===== src/rtl/ivr_pkg.sv =====
package ivr_pkg;

    localparam int VEC_DWORDS = 8;
    localparam int VEC_BYTES  = 32;

    typedef struct packed {
        logic [7:0]   client;
        logic [7:0]   source;
        logic [7:0]   ring;
        logic [3:0]   vmid;
        logic         vmid_src;
        logic [47:0]  stamp;
        logic         stamp_src;
        logic [15:0]  pasid;
        logic         pasid_src;
        logic [127:0] payload;
    } ivr_event_t;

    typedef enum logic [1:0] {
        ST_IDLE,
        ST_VEC,
        ST_WB
    } ivr_state_e;

    function automatic int ivr_clamp(input int v, input int lo, input int hi);
        if (v < lo) return lo;
        if (v > hi) return hi;
        return v;
    endfunction

    function automatic logic [31:0] ivr_word(input ivr_event_t e, input logic [2:0] idx);
        logic [31:0] w;
        case (idx)
            3'd0:    w = {e.vmid_src, 3'b000, e.vmid, e.ring, e.source, e.client};
            3'd1:    w = e.stamp[31:0];
            3'd2:    w = {e.stamp_src, 15'd0, e.stamp[47:32]};
            3'd3:    w = {e.pasid_src, 15'd0, e.pasid};
            3'd4:    w = e.payload[31:0];
            3'd5:    w = e.payload[63:32];
            3'd6:    w = e.payload[95:64];
            default: w = e.payload[127:96];
        endcase
        return w;
    endfunction

endpackage


===== src/rtl/ivr_ptr.sv =====
module ivr_ptr
    import ivr_pkg::*;
#(
    parameter int PTR_W    = 16,
    parameter int SZ_W     = 4,
    parameter int MIN_LOG2 = 4,
    parameter int MAX_LOG2 = 14
) (
    input  logic             clk,
    input  logic             rst,
    input  logic             ring_en,
    input  logic             intr_en,
    input  logic             ovf_en,
    input  logic             ovf_clr,
    input  logic [SZ_W-1:0]  size_log2,
    input  logic             rptr_wr,
    input  logic [PTR_W-1:0] rptr_in,
    input  logic             commit,
    output logic [PTR_W-1:0] wptr,
    output logic             ovf,
    output logic             full,
    output logic             irq,
    output logic [31:0]      word_next
);

    localparam int PAD_W = 31 - PTR_W;

    logic [PTR_W-1:0] rptr, mask, wstep, wptr_n, rptr_n;
    logic             ovf_n;
    int               eff;

    always_comb begin
        eff = ivr_clamp(int'(size_log2), MIN_LOG2, MAX_LOG2);
        for (int i = 0; i < PTR_W; i++) begin
            mask[i] = (i < eff + 2);
        end
    end

    assign wstep = (wptr + PTR_W'(VEC_BYTES)) & mask;
    assign full  = (wstep == rptr);

    always_comb begin
        if (!ring_en) begin
            wptr_n = '0;
            rptr_n = '0;
            ovf_n  = 1'b0;
        end else begin
            wptr_n = commit  ? wstep : wptr;
            rptr_n = rptr_wr ? (rptr_in & mask) : rptr;
            if (commit && ovf_en && full) begin
                ovf_n = 1'b1;
            end else if (ovf_clr) begin
                ovf_n = 1'b0;
            end else begin
                ovf_n = ovf;
            end
        end
    end

    assign word_next = {ovf_n, {PAD_W{1'b0}}, wptr_n};

    always_ff @(posedge clk) begin
        if (rst) begin
            wptr <= '0;
            rptr <= '0;
            ovf  <= 1'b0;
        end else begin
            wptr <= wptr_n;
            rptr <= rptr_n;
            ovf  <= ovf_n;
        end
    end

    assign irq = ring_en && intr_en && ((wptr != rptr) || ovf);

    // the write pointer moves only on a commit
    a_r5_wptr_holds: assert property (@(posedge clk) disable iff (rst)
        (ring_en && !commit) |=> (wptr == $past(wptr)));

    // a disabled ring leaves its pointers and flag cleared
    a_r1_disable_clears: assert property (@(posedge clk) disable iff (rst)
        (!ring_en) |=> (wptr == '0 && rptr == '0 && !ovf));

    // committing into a full ring sets the sticky flag
    a_r7_overflow_sets: assert property (@(posedge clk) disable iff (rst)
        (ring_en && commit && ovf_en && full) |=> ovf);

    // a clear without a coinciding commit removes the flag
    a_r8_clear_works: assert property (@(posedge clk) disable iff (rst)
        (ring_en && ovf_clr && !commit) |=> !ovf);

endmodule


===== src/rtl/ivr_seq.sv =====
module ivr_seq
    import ivr_pkg::*;
#(
    parameter int PTR_W  = 16,
    parameter int ADDR_W = 40,
    parameter int BASE_W = 32
) (
    input  logic              clk,
    input  logic              rst,
    input  logic              ring_en,
    input  logic              wb_en,
    input  logic              can_accept,
    input  logic              ev_valid,
    input  ivr_event_t        ev_in,
    output logic              ev_ready,
    input  logic [BASE_W-1:0] base,
    input  logic [ADDR_W-1:0] wb_addr,
    input  logic [PTR_W-1:0]  wptr,
    input  logic [31:0]       word_next,
    output logic              mem_wvalid,
    input  logic              mem_wready,
    output logic [ADDR_W-1:0] mem_waddr,
    output logic [31:0]       mem_wdata,
    output logic              commit
);

    localparam int ALIGN_W = ADDR_W - BASE_W;
    localparam int IDX_W   = $clog2(VEC_DWORDS);

    ivr_state_e        st;
    logic [IDX_W-1:0]  idx;
    ivr_event_t        held;
    logic [31:0]       wb_data;
    logic [ADDR_W-1:0] vec_base;

    assign vec_base = {base, {ALIGN_W{1'b0}}};
    assign ev_ready = ring_en && (st == ST_IDLE) && can_accept;
    assign commit   = (st == ST_VEC) && mem_wready && (idx == IDX_W'(VEC_DWORDS - 1));

    always_comb begin
        mem_wvalid = 1'b0;
        mem_waddr  = '0;
        mem_wdata  = '0;
        case (st)
            ST_VEC: begin
                mem_wvalid = 1'b1;
                mem_waddr  = vec_base + ADDR_W'(wptr) + ADDR_W'({idx, 2'b00});
                mem_wdata  = ivr_word(held, idx);
            end
            ST_WB: begin
                mem_wvalid = 1'b1;
                mem_waddr  = wb_addr;
                mem_wdata  = wb_data;
            end
            default: ;
        endcase
    end

    always_ff @(posedge clk) begin
        if (rst || !ring_en) begin
            st      <= ST_IDLE;
            idx     <= '0;
            held    <= '0;
            wb_data <= '0;
        end else begin
            case (st)
                ST_IDLE: if (ev_valid && ev_ready) begin
                    st   <= ST_VEC;
                    idx  <= '0;
                    held <= ev_in;
                end
                ST_VEC: if (mem_wready) begin
                    idx <= idx + 1'b1;
                    if (commit) begin
                        wb_data <= word_next;
                        st      <= wb_en ? ST_WB : ST_IDLE;
                    end
                end
                ST_WB: if (mem_wready) st <= ST_IDLE;
                default: st <= ST_IDLE;
            endcase
        end
    end

    // an offered write holds its address and data until taken
    a_r11_write_holds: assert property (@(posedge clk) disable iff (rst)
        (mem_wvalid && !mem_wready && ring_en)
        |=> (mem_wvalid && $stable(mem_waddr) && $stable(mem_wdata)));

    // no second acceptance right behind the first
    a_r11_busy_after_accept: assert property (@(posedge clk) disable iff (rst)
        (ev_valid && ev_ready) |=> !ev_ready);

    // writeback follows the commit at the programmed address
    a_r10_writeback_follows: assert property (@(posedge clk) disable iff (rst)
        (commit && wb_en && ring_en) |=> (mem_wvalid && mem_waddr == $past(wb_addr)));

endmodule


===== src/rtl/ivr_producer.sv =====
module ivr_producer
    import ivr_pkg::*;
#(
    parameter int MIN_LOG2 = 4,
    parameter int MAX_LOG2 = 14,
    parameter int PTR_W    = MAX_LOG2 + 2,
    parameter int SZ_W     = $clog2(MAX_LOG2 + 1),
    parameter int ADDR_W   = 40,
    parameter int BASE_W   = 32
) (
    input  logic              clk,
    input  logic              rst,
    input  logic              cfg_ring_en,
    input  logic              cfg_irq_en,
    input  logic [SZ_W-1:0]   cfg_size_log2,
    input  logic              cfg_ovf_en,
    input  logic              cfg_ovf_clr,
    input  logic              cfg_wb_en,
    input  logic [BASE_W-1:0] cfg_base_hi,
    input  logic [ADDR_W-1:0] cfg_wb_addr,
    input  logic              ev_valid,
    output logic              ev_ready,
    input  logic [7:0]        ev_client,
    input  logic [7:0]        ev_source,
    input  logic [7:0]        ev_ring,
    input  logic [3:0]        ev_vmid,
    input  logic              ev_vmid_src,
    input  logic [47:0]       ev_stamp,
    input  logic              ev_stamp_src,
    input  logic [15:0]       ev_pasid,
    input  logic              ev_pasid_src,
    input  logic [127:0]      ev_payload,
    input  logic              rptr_wr,
    input  logic [PTR_W-1:0]  rptr_val,
    output logic [31:0]       wptr_word,
    output logic              mem_wvalid,
    input  logic              mem_wready,
    output logic [ADDR_W-1:0] mem_waddr,
    output logic [31:0]       mem_wdata,
    output logic              irq
);

    localparam int PAD_W = 31 - PTR_W;

    ivr_event_t       ev;
    logic [PTR_W-1:0] wptr;
    logic             ovf, full, commit;
    logic [31:0]      word_next;

    always_comb begin
        ev.client    = ev_client;
        ev.source    = ev_source;
        ev.ring      = ev_ring;
        ev.vmid      = ev_vmid;
        ev.vmid_src  = ev_vmid_src;
        ev.stamp     = ev_stamp;
        ev.stamp_src = ev_stamp_src;
        ev.pasid     = ev_pasid;
        ev.pasid_src = ev_pasid_src;
        ev.payload   = ev_payload;
    end

    ivr_ptr #(
        .PTR_W(PTR_W), .SZ_W(SZ_W), .MIN_LOG2(MIN_LOG2), .MAX_LOG2(MAX_LOG2)
    ) u_ptr (
        .clk(clk), .rst(rst), .ring_en(cfg_ring_en), .intr_en(cfg_irq_en),
        .ovf_en(cfg_ovf_en), .ovf_clr(cfg_ovf_clr), .size_log2(cfg_size_log2),
        .rptr_wr(rptr_wr), .rptr_in(rptr_val), .commit(commit),
        .wptr(wptr), .ovf(ovf), .full(full), .irq(irq), .word_next(word_next)
    );

    ivr_seq #(
        .PTR_W(PTR_W), .ADDR_W(ADDR_W), .BASE_W(BASE_W)
    ) u_seq (
        .clk(clk), .rst(rst), .ring_en(cfg_ring_en), .wb_en(cfg_wb_en),
        .can_accept(cfg_ovf_en || !full), .ev_valid(ev_valid), .ev_in(ev),
        .ev_ready(ev_ready), .base(cfg_base_hi), .wb_addr(cfg_wb_addr),
        .wptr(wptr), .word_next(word_next), .mem_wvalid(mem_wvalid),
        .mem_wready(mem_wready), .mem_waddr(mem_waddr), .mem_wdata(mem_wdata),
        .commit(commit)
    );

    assign wptr_word = {ovf, {PAD_W{1'b0}}, wptr};

    // stall mode never takes an event into a full ring
    a_r9_stall_when_full: assert property (@(posedge clk) disable iff (rst)
        (!cfg_ovf_en && full) |-> !ev_ready);

endmodule


===== config.mk =====
export PLATFORM = sky130hd
export DESIGN_NAME = ivr_producer
export DESIGN_NICKNAME = d
export VERILOG_FILES = /design/src/rtl/ivr_pkg.sv /design/src/rtl/ivr_ptr.sv /design/src/rtl/ivr_seq.sv /design/src/rtl/ivr_producer.sv
export SDC_FILE = /design/constraint.sdc
export NUM_CORES = 1
export LEC_CHECK = 0
export ABC_AREA = 1
export BUFFER_PORTS_ARGS = -buffer_cell sky130_fd_sc_hd__buf_2
export CAP_MARGIN = 10
export CORE_UTILIZATION = 35
export DETAILED_ROUTE_END_ITERATION = 7
export PLACE_DENSITY = 0.58
export SETUP_SLACK_MARGIN = 0.05
export SLEW_MARGIN = 40
export SYNTH_ARGS = -nofsm -noshare
export SYNTH_HDL_FRONTEND = slang
export SYNTH_SLANG_ARGS = --single-unit

===== constraint.sdc =====
create_clock -name clk -period 4.7 [get_ports clk]
set_input_delay 0.235 -clock clk [delete_from_list [all_inputs] [get_ports clk]]
set_output_delay 0.235 -clock clk [all_outputs]
set_load 0.005 [all_outputs]

* Word-level counts from Yosys, hierarchy flattened *
Cells that the tools add are included.

storage, ports and cells
  bits in registers = 278
  input bits = 325
  output and inout port bits = 107
  logic and storage cells = 105

cells by class
  add/subtract/negate cells = 5
  magnitude comparators = 18
  equal/unequal tests = 15
  mux-type cells = 25
  bitwise operators = 3
  reductions and logical operators = 23

operators by type and width
  operator               count
  $lt 5x32->1 const A    8
  $pmux 32 s7            1
  $lt 4x32->1 const A    4
  $pmux 40 s2            1
  $lt 3x32->1 const A    2
  $pmux 32 s2            1
  $add 40x16->40         1
  $add 40x5->40          1
  $add 32x3->32 const B  1
  $and 16x16->16         2
  $lt 1x32->1 const A    1
  $lt 2x32->1 const A    1
  $mux 16                2
  $mux 32                1
  $add 16x6->16 const B  1
  $eq 16x16->1           1
  $ne 16x16->1           1
  $eq 3x3->1 const B     4
  $mux 2                 5
  $logic_and 1x1->1      9
  $mux 3                 3
  $mux 4                 2
  $ne 2x2->1 const B     4
  $mux 1                 7
  19 further kinds       25

* Longest topological paths before layout *
  depth in word-level cells = 15
  gate-level depth with buffers = 24
  depth with buffers taken out = 23

* Modules after synthesis *
A second synthesis with hierarchy kept.

unflattened totals
  cells, all modules = 2434
  area, all modules = 16021.6 sq um

modules (own cells, without submodules)
  module        times used  cells an instance  area each (sq um)  seq. area each (sq um)
  ivr_seq       1           2039               13414.1            5205.0
  ivr_ptr       1           376                2476.1             660.6
  ivr_producer  1           19                 131.4              0.0

* Worst setup path after synthesis *
OpenSTA, ideal clock, no wires.

  path type = register to output
  from = register u_ptr.wptr[2]
  to = output port mem_waddr[22]
  arrival = 2.412 ns
  required time = 4.465 ns
  path slack = 2.053 ns
  stages on the path, launching flop included = 14
  buffers on the path = 0
  cells stage by stage = dfxtp_1 > ha_1 > fa_1 > nand2_1 > a21oi_1 > nand2_1 > nand2_1 > a21boi_0 > o21ai_0 > nand2_1 > nor2_1 > nand2_1 > o21ai_0 > a22o_1

on the way
  word-level cells in the longest chain between the ends = 3

RTL lines
  what                    RTL line            source
  from (decl)             ivr_ptr.sv:19       output logic [PTR_W-1:0] wptr,
  from (signal assigned)  ivr_ptr.sv:68       wptr <= wptr_n;
  $add 40x16->40          ivr_seq.sv:47       mem_waddr = vec_base + ADDR_W'(wptr) + ADDR_W'({idx, 2'b00});
  $add 40x5->40           ivr_seq.sv:47
  $pmux 40 s2             ivr_seq.sv:44       case (st)
  to (decl)               ivr_producer.sv:38  output logic [ADDR_W-1:0] mem_waddr,

No other way between the ends.

* Worst setup path after layout *
  from = register u_ptr.wptr[2]
  to = output port mem_waddr[20]

The elaborated chain is that of the path after synthesis.

==> results.yml <==
critical_path:
  timing.rr.start: "u_ptr.wptr[5]$_SDFF_PP0_"
  crit_buf_inv: 2
  max_stage_delay_ps: 510
  end_kind: "output port"
  cp_max_fo: 6
  arrival_ps: 3810
  setup.worst_path.start_class: "flop"
  r2r-end: "u_seq.held[152]$_SDFFE_PP0P_"
  crit_family: "compound AO/OA/AOI/OAI gates"
  cp_slowest_cell: "o21ai_0"
  required_ps: 4470
  r2r_cells: 16
  cpMostUsedCell: "nand2_1"
  path_cells: "ha_1 -> fa_1 -> nand2_1 -> a21oi_1 -> nand2_1 -> nand2_1 -> a21boi_0 -> o21ai_0 -> buf_4 -> nand2_1 -> nor2_1 -> nand2_1 -> nand2_1 -> o21ai_0 -> buf_2"
  r2r_slack_ps: 930
  crit_type: "flop to output port"
min_path:
  whs_path_depth: 3
  hold_start: "ev_stamp[27]"
  hold_class: "input port to flop"
  min_to: "u_seq.held[173]$_SDFFE_PP0P_"
final_layout:
  nFillCells: 4126
  drive_gt1_share_pct: 20.3
  stdcell_area_um2: 18900
  seqCellArea_um2: 5570
  syn_to_final_growth_pct: 33.3
  finish.net_count: 2859
  multiInputGateArea_um2: 7010
  fin_cells: 3058
placed_design:
  placed_area_um2: 16500
  portBuffers: 416
  place_congestion: 0.996
  place_hpwl_um: 44900
  placedCellCount: 2861
synth:
  yosysSeqAreaShare_pct: 39.2
  synth-seq-cells: 278
  synth_edf_count: 0
  yosysTopAreaCell: "dfxtp_1"
  yosysMostFrequentCell: "nand2_1"
  synth_common_cells: "nand2_1, a21oi_1, dfxtp_1"
  syn_inst: 2032
  syn_area_um2: 14200
  ys_top_cells_by_area: "dfxtp_1, a21oi_1, nand2_1"
  async_flop_share_pct: 0
  synth_cell_types: 45
  ys.flop_type: "dfxtp_1"
  ys.warnings.count: 0
  synth_top_area_share_pct: 39.2
  synth_area_per_cell_um2: 6.99
flow_run:
  drv_cap: 0
clock_network:
  cts_buffers: 34
  htreeDepth: 2
  cts_max_path_buffers: 3
  clock_latency_ps: 510
  clock-root-buffer: "clkbuf_16"
  cts_tree: "yes"
  clkSinkCount: 278
  path_clk_slew_ps: 60
floorplanning:
  die_x_um: 203
  io_pins: 432
  die_h_um: 203
  num_rows: 73
  start_util_pct: 35.6
  die_area_um2: 41400
  coreArea_um2: 39800
grt:
  grtUsageMet2_pct: 48.3
  grt_pass1_wl_um: 90100
  grtUsageMet1_pct: 37.2
  grt_pass1_vias: 14900
  grt.busiest_layer: "met2"
  overflow: 0
  grt_util_met3_pct: 4.35
  antenna_found_initial: 4
  grt_max_degree: 140
  grt_util_all_layers_pct: 28.5
timing:
  skew_ps: 9.88
  finalSetupViolCount: 0
  period_share_pct: 86.0
  tightest_slew_ps: 833
  rsz0062_at_grt: "no"
  slew_violations: 0
  slew_headroom_pct: 44.5
  fin_setup_tns_ps: 0
  hold_viol: 0
  max_freq_mhz: 247
  min_period_ps: 4040
routing:
  routedWlPerCell_um: 20.1
  routed_wirelength_um: 61500
  viasPerCell: 5.24
  drt_iter0_drc: 1233
  antenna_left: 0
  dr.pass1.iters: 5
  vias: 16000
  drc_errors: 0
power_and_ir_drop:
  leakagePower_nw: 7.91
  ir_drop_mv: 0.211
  power.density_nw_per_um2: 296
run_status:
  status: "finished clean"
-- sequential cells by signal (all words and copies together), names as in the netlist --
register / count
u_seq.wb_data: 17
u_seq.st: 2
u_ptr.wptr: 16
u_ptr.ovf: 1
u_seq.held: 223
u_ptr.rptr: 16
u_seq.idx: 3
-- per-layer routing --
metal | share of wire, % | vias up
li1 | - | 7820
met1 | 43 | 7510
met2 | 47 | 606
met3 | 6.6 | 77
met4 | 2.7 | 0
met5 | 0 | -
-- through the flow --
stage               utilization [%]  worst slack [ps]  hold slack (ps)  power [mW]
floorplan                         -              2050              307        2.82
global placement               41.4               904              440        3.08
detailed placement             41.4               888              445        3.09
CTS                            47.5               652            0.382        5.65
global route                   47.5               425             12.3        5.81
finish                         47.5               659             7.54        5.61
-- what timing repair did --
action	4_1_cts	5_1_grt
hold endpoints to repair	140	0
hold buffers	137	0
buffers inserted	0	0
resized for setup	0	0
-- power breakdown --
part           switching [mW]  leakage [nW]  total [mW]  internal (mW)
clock                    1.02         0.503        2.47           1.45
sequential             0.0246          2.25        2.44           2.42
combinational           0.406          5.16       0.694          0.288
-- worst reg2reg max path, stage by stage, from the launching register on --
cell and delay [ps]:
dfxtp_1 650, ha_1 430, nand2_1 120, inv_1 130, nand2_1 100, nor2_1 190
nor2_1 80, nand2_1 100, xor2_1 80, nor2_1 210, nand2_1 80, nor2_1 150
nand3_1 160, nand3_4 400, buf_4 410, o21ai_0 210, a21oi_1 180
-- final cells by class --
| cell class | instances | share of cell area (%) |
|---|---|---|
| Antenna cell | 4 | 0.0529 |
| Tap cell | 525 | 3.47 |
| Sequential cell | 278 | 29.4 |
| Multi-Input combinational cell | 1377 | 37.0 |
| Clock inverter | 7 | 0.231 |
| Inverter | 236 | 4.70 |
| Timing Repair Buffer | 583 | 19.9 |
| Clock buffer | 48 | 5.20 |
-- worst max-delay path by stage --
stage	cells past startpoint	from	end
global placement	18	cfg_size_log2[3]	u_seq.held[152]$_SDFFE_PP0P_
detailed placement	18	cfg_size_log2[3]	u_seq.held[152]$_SDFFE_PP0P_
finish	15	u_ptr.wptr[2]$_SDFF_PP0_	mem_waddr[20]
global route	14	u_ptr.wptr[5]$_SDFF_PP0_	mem_waddr[31]
CTS	14	u_ptr.wptr[5]$_SDFF_PP0_	mem_waddr[31]
floorplan	13	u_ptr.wptr[2]$_SDFF_PP0_	mem_waddr[22]
-- placed cells by master (no fill, tap or decap), drive strengths merged, types with 2 or more instances in the layout --
cell type,synthesis,layout
dfxtp,278,278
nor3,7,7
a221oi,27,27
o31ai,3,3
a21oi,311,311
inv,233,232
a31oi,2,2
nor4,7,7
o2111ai,8,8
nor2,82,82
o21ai,198,198
conb,1,15
o211ai,9,9
clkbuf,75,48
o22ai,37,37
a211oi,21,21
nand3,155,155
a32o,21,21
clkinv,3,9
a22o,3,3
nand3b,2,2
ha,23,23
nand4,15,15
or2,5,5
xor2,5,5
nand2,402,402
a22oi,2,2
o221ai,10,10
buf,80,446
diode,0,4
o21bai,2,2
dlygate4sd3,0,137
clkinvlp,0,2
-- logic make-up after synthesis --
| group | share of synthesized area (%) |
|---|---|
| xor+xnor | 0.370 |
| simple gates | 20.0 |
| flops | 39.2 |
| other cells | 0.0264 |
| buf+inv | 12.0 |
| compound gates | 26.3 |
| fa+ha+maj | 2.17 |
(Power assumes the default switching activity.)
